==> src/rtl/spl_pkg.sv <==
package spl_pkg;

  localparam int BUS_BYTES = 4;

  typedef enum logic [1:0] {SZ_BYTE = 2'd0, SZ_HALF = 2'd1, SZ_WORD = 2'd2, SZ_LINE = 2'd3} xfer_size_e;

  // log2 of transfer bytes
  function automatic logic [2:0] size_log2(input logic [1:0] sz, input logic [2:0] line_log);
    case (sz)
      SZ_BYTE: return 3'd0;
      SZ_HALF: return 3'd1;
      SZ_WORD: return 3'd2;
      default: return line_log;
    endcase
  endfunction

  // log2 of port bytes: 00 -> 32-bit, 01 -> 8-bit, 1x -> 16-bit
  function automatic logic [2:0] port_log2(input logic [1:0] ps);
    case (ps)
      2'b00:   return 3'd2;
      2'b01:   return 3'd0;
      default: return 3'd1;
    endcase
  endfunction

  // first bus byte slot used by a beat (slot 0 = bits 31:24)
  function automatic logic [1:0] lane_pos(input logic [2:0] plog, input logic shift,
                                          input logic [1:0] alo);
    logic [2:0] pw, base, offs;
    pw   = 3'd1 << plog;
    base = (shift && plog != 3'd2) ? (3'd4 - pw) : 3'd0;
    offs = {1'b0, alo} & (pw - 3'd1);
    return 2'(base + offs);
  endfunction

  function automatic logic in_window(input logic [2:0] bs, input logic [1:0] pos, input int p);
    return (p >= int'(pos)) && (p < int'(pos) + (1 << bs));
  endfunction

  // transfer byte index carried by bus slot p of beat idx
  function automatic int byte_slot(input logic [7:0] idx, input logic [2:0] bs,
                                   input logic [1:0] pos, input int p);
    return (int'(idx) << bs) + p - int'(pos);
  endfunction

endpackage

==> src/rtl/beat_seq.sv <==
module beat_seq #(
  parameter int IDX_W = 4
) (
  input  logic             clk,
  input  logic             rst_n,
  input  logic             start,
  input  logic             ack,
  input  logic [2:0]       nb_log,
  output logic             busy,
  output logic [IDX_W-1:0] idx,
  output logic             last,
  output logic             done
);
  localparam int CW = IDX_W + 1;

  logic [CW-1:0] nxt, lim;
  logic          step_ev, end_ev;

  assign nxt     = {1'b0, idx} + CW'(1);
  assign lim     = CW'(1) << nb_log;
  assign last    = busy && (nxt == lim);
  assign step_ev = busy && ack && !last;
  assign end_ev  = busy && ack && last;

  always_ff @(posedge clk or negedge rst_n) begin
    if (!rst_n) begin
      busy <= 1'b0;
      idx  <= '0;
      done <= 1'b0;
    end else begin
      done <= end_ev;
      if (start) begin
        busy <= 1'b1;
        idx  <= '0;
      end else if (end_ev) begin
        busy <= 1'b0;
      end else if (step_ev) begin
        idx <= idx + IDX_W'(1);
      end
    end
  end

  // an unacknowledged beat holds its index
  p_hold_r8: assert property (@(posedge clk) disable iff (!rst_n)
    busy && !ack |=> busy && $stable(idx));
  // completion pulse follows the last acknowledge
  p_done_r8: assert property (@(posedge clk) disable iff (!rst_n)
    end_ev |=> done && !busy);
  // done is a single-cycle pulse
  p_done_pulse_r8: assert property (@(posedge clk) disable iff (!rst_n)
    done |=> !done);
  // beats advance one at a time
  p_idx_step_r1: assert property (@(posedge clk) disable iff (!rst_n)
    step_ev |=> idx == $past(idx) + IDX_W'(1));
endmodule

==> src/rtl/lane_steer.sv <==
module lane_steer import spl_pkg::*; #(
  parameter int WD_W  = 128,
  parameter int IDX_W = 4
) (
  input  logic [WD_W-1:0]        wdata,
  input  logic [IDX_W-1:0]       idx,
  input  logic [2:0]             bs_log,
  input  logic [1:0]             pos,
  input  logic                   valid,
  input  logic                   wr,
  input  logic                   drive_be,
  output logic [8*BUS_BYTES-1:0] bus_wdata,
  output logic [BUS_BYTES-1:0]   be
);
  logic [7:0] idx8;
  assign idx8 = 8'(idx);

  for (genvar p = 0; p < BUS_BYTES; p++) begin : g_lane
    logic            win;
    logic [WD_W-1:0] moved;
    always_comb begin
      win   = in_window(bs_log, pos, p);
      moved = wdata << (8 * (win ? byte_slot(idx8, bs_log, pos, p) : 0));
    end
    assign bus_wdata[8*(BUS_BYTES-1-p) +: 8] = (win && wr) ? moved[WD_W-1 -: 8] : 8'h00;
    assign be[BUS_BYTES-1-p] = win && valid && drive_be;
  end
endmodule

==> src/rtl/read_gather.sv <==
module read_gather import spl_pkg::*; #(
  parameter int WD_W  = 128,
  parameter int IDX_W = 4
) (
  input  logic                   clk,
  input  logic                   rst_n,
  input  logic                   clear,
  input  logic                   capture,
  input  logic [8*BUS_BYTES-1:0] rbus,
  input  logic [IDX_W-1:0]       idx,
  input  logic [2:0]             bs_log,
  input  logic [1:0]             pos,
  output logic [WD_W-1:0]        rdata
);
  logic [WD_W-1:0] ins;
  logic [7:0]      idx8;
  assign idx8 = 8'(idx);

  always_comb begin
    ins = '0;
    for (int p = 0; p < BUS_BYTES; p++) begin
      if (in_window(bs_log, pos, p))
        ins = ins | ({rbus[8*(BUS_BYTES-1-p) +: 8], {(WD_W-8){1'b0}}}
                     >> (8 * byte_slot(idx8, bs_log, pos, p)));
    end
  end

  always_ff @(posedge clk or negedge rst_n) begin
    if (!rst_n)       rdata <= '0;
    else if (clear)   rdata <= '0;
    else if (capture) rdata <= rdata | ins;
  end
endmodule

==> src/rtl/port_splitter.sv <==
module port_splitter import spl_pkg::*; #(
  parameter int ADDR_W   = 32,
  parameter int LINE_LOG = 4
) (
  input  logic                                clk,
  input  logic                                rst_n,
  input  logic                                req_valid,
  output logic                                req_ready,
  input  logic                                req_write,
  input  logic [1:0]                          req_size,
  input  logic [ADDR_W-1:0]                   req_addr,
  input  logic [8*(1<<LINE_LOG)-1:0]          req_wdata,
  input  logic [1:0]                          port_size,
  input  logic                                lane_shift,
  input  logic                                burst_rd_en,
  input  logic                                burst_wr_en,
  input  logic                                be_mode,
  output logic                                beat_valid,
  output logic [ADDR_W-1:0]                   beat_addr,
  output logic                                beat_burst,
  output logic                                beat_last,
  output logic [3:0]                          beat_be,
  output logic [31:0]                         beat_wdata,
  input  logic                                beat_ack,
  input  logic [31:0]                         beat_rdata,
  output logic                                done,
  output logic [8*(1<<LINE_LOG)-1:0]          done_rdata
);
  localparam int LINE_BYTES = 1 << LINE_LOG;
  localparam int WD_W       = 8 * LINE_BYTES;
  localparam int IDX_W      = LINE_LOG;

  // request decode
  logic       start, busy;
  logic [2:0] tlog_d, plog_d, bs_d, nb_d;
  logic       burst_d;

  assign start   = req_valid && req_ready;
  assign tlog_d  = size_log2(req_size, 3'(LINE_LOG));
  assign plog_d  = port_log2(port_size);
  assign bs_d    = (tlog_d < plog_d) ? tlog_d : plog_d;
  assign nb_d    = tlog_d - bs_d;
  assign burst_d = (nb_d != 3'd0) && (req_write ? burst_wr_en : burst_rd_en);

  // captured request
  logic [ADDR_W-1:0] addr_q;
  logic [WD_W-1:0]   wd_q;
  logic              write_q, burst_q, bem_q, shift_q;
  logic [2:0]        plog_q, bs_q, nb_q;

  always_ff @(posedge clk or negedge rst_n) begin
    if (!rst_n) begin
      addr_q <= '0; wd_q <= '0; write_q <= 1'b0; burst_q <= 1'b0;
      bem_q <= 1'b0; shift_q <= 1'b0; plog_q <= 3'd2; bs_q <= '0; nb_q <= '0;
    end else if (start) begin
      addr_q <= req_addr; wd_q <= req_wdata; write_q <= req_write; burst_q <= burst_d;
      bem_q <= be_mode; shift_q <= lane_shift; plog_q <= plog_d; bs_q <= bs_d; nb_q <= nb_d;
    end
  end

  logic [IDX_W-1:0] idx;
  logic [1:0]       pos;

  beat_seq #(.IDX_W(IDX_W)) u_seq (
    .clk(clk), .rst_n(rst_n), .start(start), .ack(beat_ack), .nb_log(nb_q),
    .busy(busy), .idx(idx), .last(beat_last), .done(done)
  );

  assign req_ready  = !busy;
  assign beat_valid = busy;
  assign beat_burst = busy && burst_q;
  assign beat_addr  = addr_q + (ADDR_W'(idx) << bs_q);
  assign pos        = lane_pos(plog_q, shift_q, beat_addr[1:0]);

  lane_steer #(.WD_W(WD_W), .IDX_W(IDX_W)) u_steer (
    .wdata(wd_q), .idx(idx), .bs_log(bs_q), .pos(pos), .valid(busy), .wr(write_q),
    .drive_be(write_q || bem_q), .bus_wdata(beat_wdata), .be(beat_be)
  );

  read_gather #(.WD_W(WD_W), .IDX_W(IDX_W)) u_gather (
    .clk(clk), .rst_n(rst_n), .clear(start), .capture(busy && beat_ack && !write_q),
    .rbus(beat_rdata), .idx(idx), .bs_log(bs_q), .pos(pos), .rdata(done_rdata)
  );

  logic [31:0] be_mask;
  for (genvar b = 0; b < 4; b++) begin : g_mask
    assign be_mask[8*b +: 8] = {8{beat_be[b]}};
  end

  // consecutive beats step by the beat size
  p_addr_step_r2: assert property (@(posedge clk) disable iff (!rst_n)
    beat_valid && beat_ack && !beat_last |=>
      (beat_addr - $past(beat_addr)) == (ADDR_W'(1) << bs_q));
  // burst marker constant across a transfer
  p_burst_stable_r5: assert property (@(posedge clk) disable iff (!rst_n)
    beat_valid && beat_ack && !beat_last |=> $stable(beat_burst));
  // enabled lanes match the beat size or are all off
  p_be_count_r6: assert property (@(posedge clk) disable iff (!rst_n)
    beat_valid |-> (beat_be == 4'd0) || ($countones(beat_be) == (1 << bs_q)));
  // write data only on enabled lanes
  p_wdata_lanes_r3: assert property (@(posedge clk) disable iff (!rst_n)
    beat_valid && write_q |-> (beat_wdata & ~be_mask) == 32'd0);
  // last beat only while a beat is presented
  p_last_valid_r9: assert property (@(posedge clk) disable iff (!rst_n)
    beat_last |-> beat_valid);
endmodule

==> config.mk <==
export PLATFORM = sky130hd
export DESIGN_NAME = port_splitter
export DESIGN_NICKNAME = d
export VERILOG_FILES = /design/src/rtl/spl_pkg.sv /design/src/rtl/beat_seq.sv /design/src/rtl/lane_steer.sv /design/src/rtl/read_gather.sv /design/src/rtl/port_splitter.sv
export SDC_FILE = /design/constraint.sdc
export NUM_CORES = 1
export LEC_CHECK = 0
export BUFFER_PORTS_ARGS = -buffer_cell sky130_fd_sc_hd__buf_2
export CORE_ASPECT_RATIO = 1.4
export CORE_MARGIN = 2
export CORE_UTILIZATION = 40
export CTS_BUF_LIST = sky130_fd_sc_hd__clkbuf_4 sky130_fd_sc_hd__clkbuf_8 sky130_fd_sc_hd__clkbuf_16
export DETAILED_ROUTE_END_ITERATION = 10
export SETUP_SLACK_MARGIN = 0.4
export SLEW_MARGIN = 10
export SYNTH_ARGS = -nofsm -noshare
export SYNTH_HDL_FRONTEND = slang
export SYNTH_SLANG_ARGS = --single-unit
==> constraint.sdc <==
create_clock -name clk -period 6.5 [get_ports clk]
set_input_delay 0.65 -clock clk [delete_from_list [all_inputs] [get_ports clk]]
set_output_delay 0.65 -clock clk [all_outputs]
set_load 0.05 [all_outputs]
==> summary.md <==
| Metric | Value |
|---|---|
| GRT overflow | 0 |
| Die span in y | 284 um |
| Peak fanout along the critical path | 6 |
| Most common cell after layout, fill and taps aside | nand2_1 |
| CTS tree | done |
| Critical-path top delay cell | or4b_4 |
| DRC violations left | 0 |
| Setup TNS | 0 ns |
| Seq/Total Area, Yosys | about a third |
| Initial antenna violation count | 3 |
| First-pass GRT wire length | approximately 160 mm |
| Critical path class | register to primary output |
| Final antenna-violating net count | 0 |
| Status | completed |
| Gp weighted congestion | between 0.9 and 1 |
| Final nets | around 3400 |
| Mapped Area | roughly 0.022 mm^2 |
| Placed Cells | about 3800 |
| IO Pins | 406 |
| RSZ-0062 raised after global routing | true |
| WL/cell | about 28 um |
| Max Freq | 160 MHz |
| Share of cells above drive strength 1 | 25.4% |
| Layout Cells excl Fill | 3856 |
| Num CTS Buffers | 35 |
| Seq. cell area | 0.00766 mm^2 |
| Placed cell areas | 0.0260 mm^2 |
| # port buffers | 405 |
| Crit-path cells | nor4b_4 -> and2_4 -> fa_2 -> mux2i_4 -> inv_4 -> ha_4 -> inv_4 -> ha_4 -> inv_2 -> fa_2 -> o21bai_1 -> a211o_1 -> a21o_1 -> a21oi_2 -> ha_1 -> nand3b_1 -> a2111oi_4 -> o2111ai_4 -> or4b_4 -> buf_12 -> nand4b_1 -> o41ai_4 -> buf_12 |
| Via count of the routed design | 24917 |
| Crit path arrival time | 5.61 ns |
| Area Growth Syn to Fin | 24.3% |
| Initial DRC count | 2736 |
| GRT Resource Usage Total | 36.2% |
| CTS H-tree depth | 2 |
| CP peak stage delay | 0.52 ns |
| Area occupied by multi-input gates | approximately 0.014 mm^2 |
| CTS max path bufs | 3 |
| Post-synthesis net count | 2971 |
| Final Cell Area | 0.0278 mm^2 |
| Final setup vio count | 0 |
| Number of max-cap violations | 0 |
| Initial Utilization | 40.5% |
| Final min period | ~6.3 ns |
| Clock skew | roughly 0.013 ns |
| Critical Path RT | just under 6 ns |
| Hold Buf Count CTS | 0 |
| Synth Flop Type | dfrtp_1 |
| DR pass1 iterations | 8 |
| Final Hold Viols | 0 |
| Post-synth EDFFs | 0 |
| Async set-reset flop share out of synthesis | 100% |
| Fillers | 5400 |
| Vias in the first global route | between 20000 and 25000 |
| HPWL after detailed placement | 78.9 mm |
| Core footprint | ~0.055 mm^2 |
| Clk_lat worst skew | between 0.5 and 0.6 ns |
| Register bit count reported by yosys | 306 |
| Top Family by Delay on Critical Path | adder cells |
| Worst Hold Class | input port to async pin |
| CP endpoint kind | primary output |
| Yosys warns | 0 |
| Via/cell ratio | 6.46 |
| Worst-Margin Slew | 1.14 ns |
| Startpoint Class | register |
| Largest net degree at the start of global routing | 129 |
| CP bufs+invs | 5 |
| # rows | between 100 and 150 |
| Die footprint | 0.0579 mm^2 |
| Slew margin rel. | 23.7% |
| Synth cell types | between 80 and 90 |
| Routed WL | 107 mm |
| WHS | about 0.018 ns |
| Most frequent cells in the layout | nand2_1 (719), buf_2 (373), dfrtp_1 (300) |
| Syn Inst Count | approximately 2700 |
| Clock Sinks | 306 |
| Clk Tree Root Cell | clkbuf_16 |
| Final Cycle Share | 96.2% |
| Clock slew at reported path FFs | 0.06 ns |
| Mean post-synth cell area | about 8.3 um^2 |
| Die Wd | approximately 200 um |
| Final Slew Violations | 0 |
## Yosys cell counts, drive strengths merged (6+ instances only)
| cell type | number | area (um^2) |
|---|---|---|
| a21o | 10 | 75.1 |
| a2111oi | 8 | 88.8 |
| nor4 | 28 | 213 |
| nand2b | 24 | 150 |
| mux2i | 53 | 531 |
| o31ai | 38 | 285 |
| mux4 | 29 | 653 |
| inv | 56 | 210 |
| o21ai | 70 | 350 |
| nor4b | 12 | 170 |
| nor3 | 40 | 205 |
| nand2 | 721 | 2710 |
| and3 | 15 | 93.8 |
| buf | 42 | 193 |
| nor2b | 116 | 726 |
| a2bb2oi | 6 | 52.6 |
| ha | 49 | 613 |
| a21oi | 163 | 823 |
| a22oi | 22 | 165 |
| o221ai | 150 | 1310 |
| a211oi | 21 | 163 |
| xnor2 | 42 | 368 |
| nand4b | 7 | 61.3 |
| o211ai | 21 | 158 |
| nor2 | 112 | 423 |
| dfrtp | 305 | 7630 |
| a31oi | 23 | 150 |
| and2 | 13 | 81.3 |
| o21bai | 7 | 52.6 |
| mux2 | 51 | 574 |
| a221oi | 122 | 1070 |
| nand4 | 19 | 119 |
| clkbuf | 148 | 556 |
| xor2 | 19 | 166 |
| nand3 | 55 | 275 |
## area by class of cell
class / instances / area share (%)
Inverter: 58 / 0.801
Multi-Input combinational cell: 2157 / 51.5
Tap cell: 728 / 3.28
Antenna cell: 3 / 0.0270
Timing Repair Buffer: 544 / 12.7
Clock buffer: 44 / 3.55
Sequential cell: 306 / 27.6
Clock inverter: 16 / 0.590
## state kept, by name (all words and copies together) (netlist names)
signal	count
addr_q	32
bem_q	1
bs_q	3
burst_q	1
nb_q	3
plog_q	2
shift_q	1
u_gather.rdata	128
u_seq.busy	1
u_seq.done	1
u_seq.idx	4
wd_q	128
write_q	1
## worst paths after layout
kind | start | end | slack (ns) | cells after the start
worst max-delay path | bs_q[1] | beat_wdata[12] | 0.24 | 23
worst min-delay path | rst_n | u_gather.rdata[61] | 0.02 | 1
worst max register to register | bs_q[1] | u_gather.rdata[61] | 0.97 | 20
worst min register to register | bem_q | bem_q | 0.48 | 2
max in group asynchronous | rst_n | wd_q[26] | 5.06 | 2
min in group clk | req_wdata[75] | wd_q[75] | 0.28 | 3
## cells by family after synthesis
kind of cell | Yosys count | share of synthesized area, %
compound gates | 721 | 23.8
mux | 133 | 7.86
simple gates | 1188 | 24.2
buf+inv | 249 | 4.36
fa+ha+maj | 54 | 3.19
xor+xnor | 61 | 2.39
flops | 306 | 34.2
## stage by stage
stage                     worst slack [ns]  util, %
after floorplan                    -0.0254        -
after global placement               0.401     47.1
after detailed placement             0.288     47.1
after CTS                            0.119     49.9
after global routing              -0.00224     50.3
final                                0.245     50.3
## per-layer routing
metal	part of all wire (%)	vias up	track usage, %
met5	0	-	0
met4	8.5	0	26.8
met3	8.2	467	6.60
met2	48	1606	60.8
met1	35	12059	40.8
li1	-	10785	-
## timing repair
| item | in CTS | in global routing |
|---|---|---|
| setup endpoints to repair | 41 | 43 |
| gates resized for setup | 55 | 34 |
| pin swaps | 20 | 16 |
| buffers inserted | 18 | 13 |
Power is not shown: default switching activity piles up to over one toggle a cycle in this logic, so the estimate is an artifact.
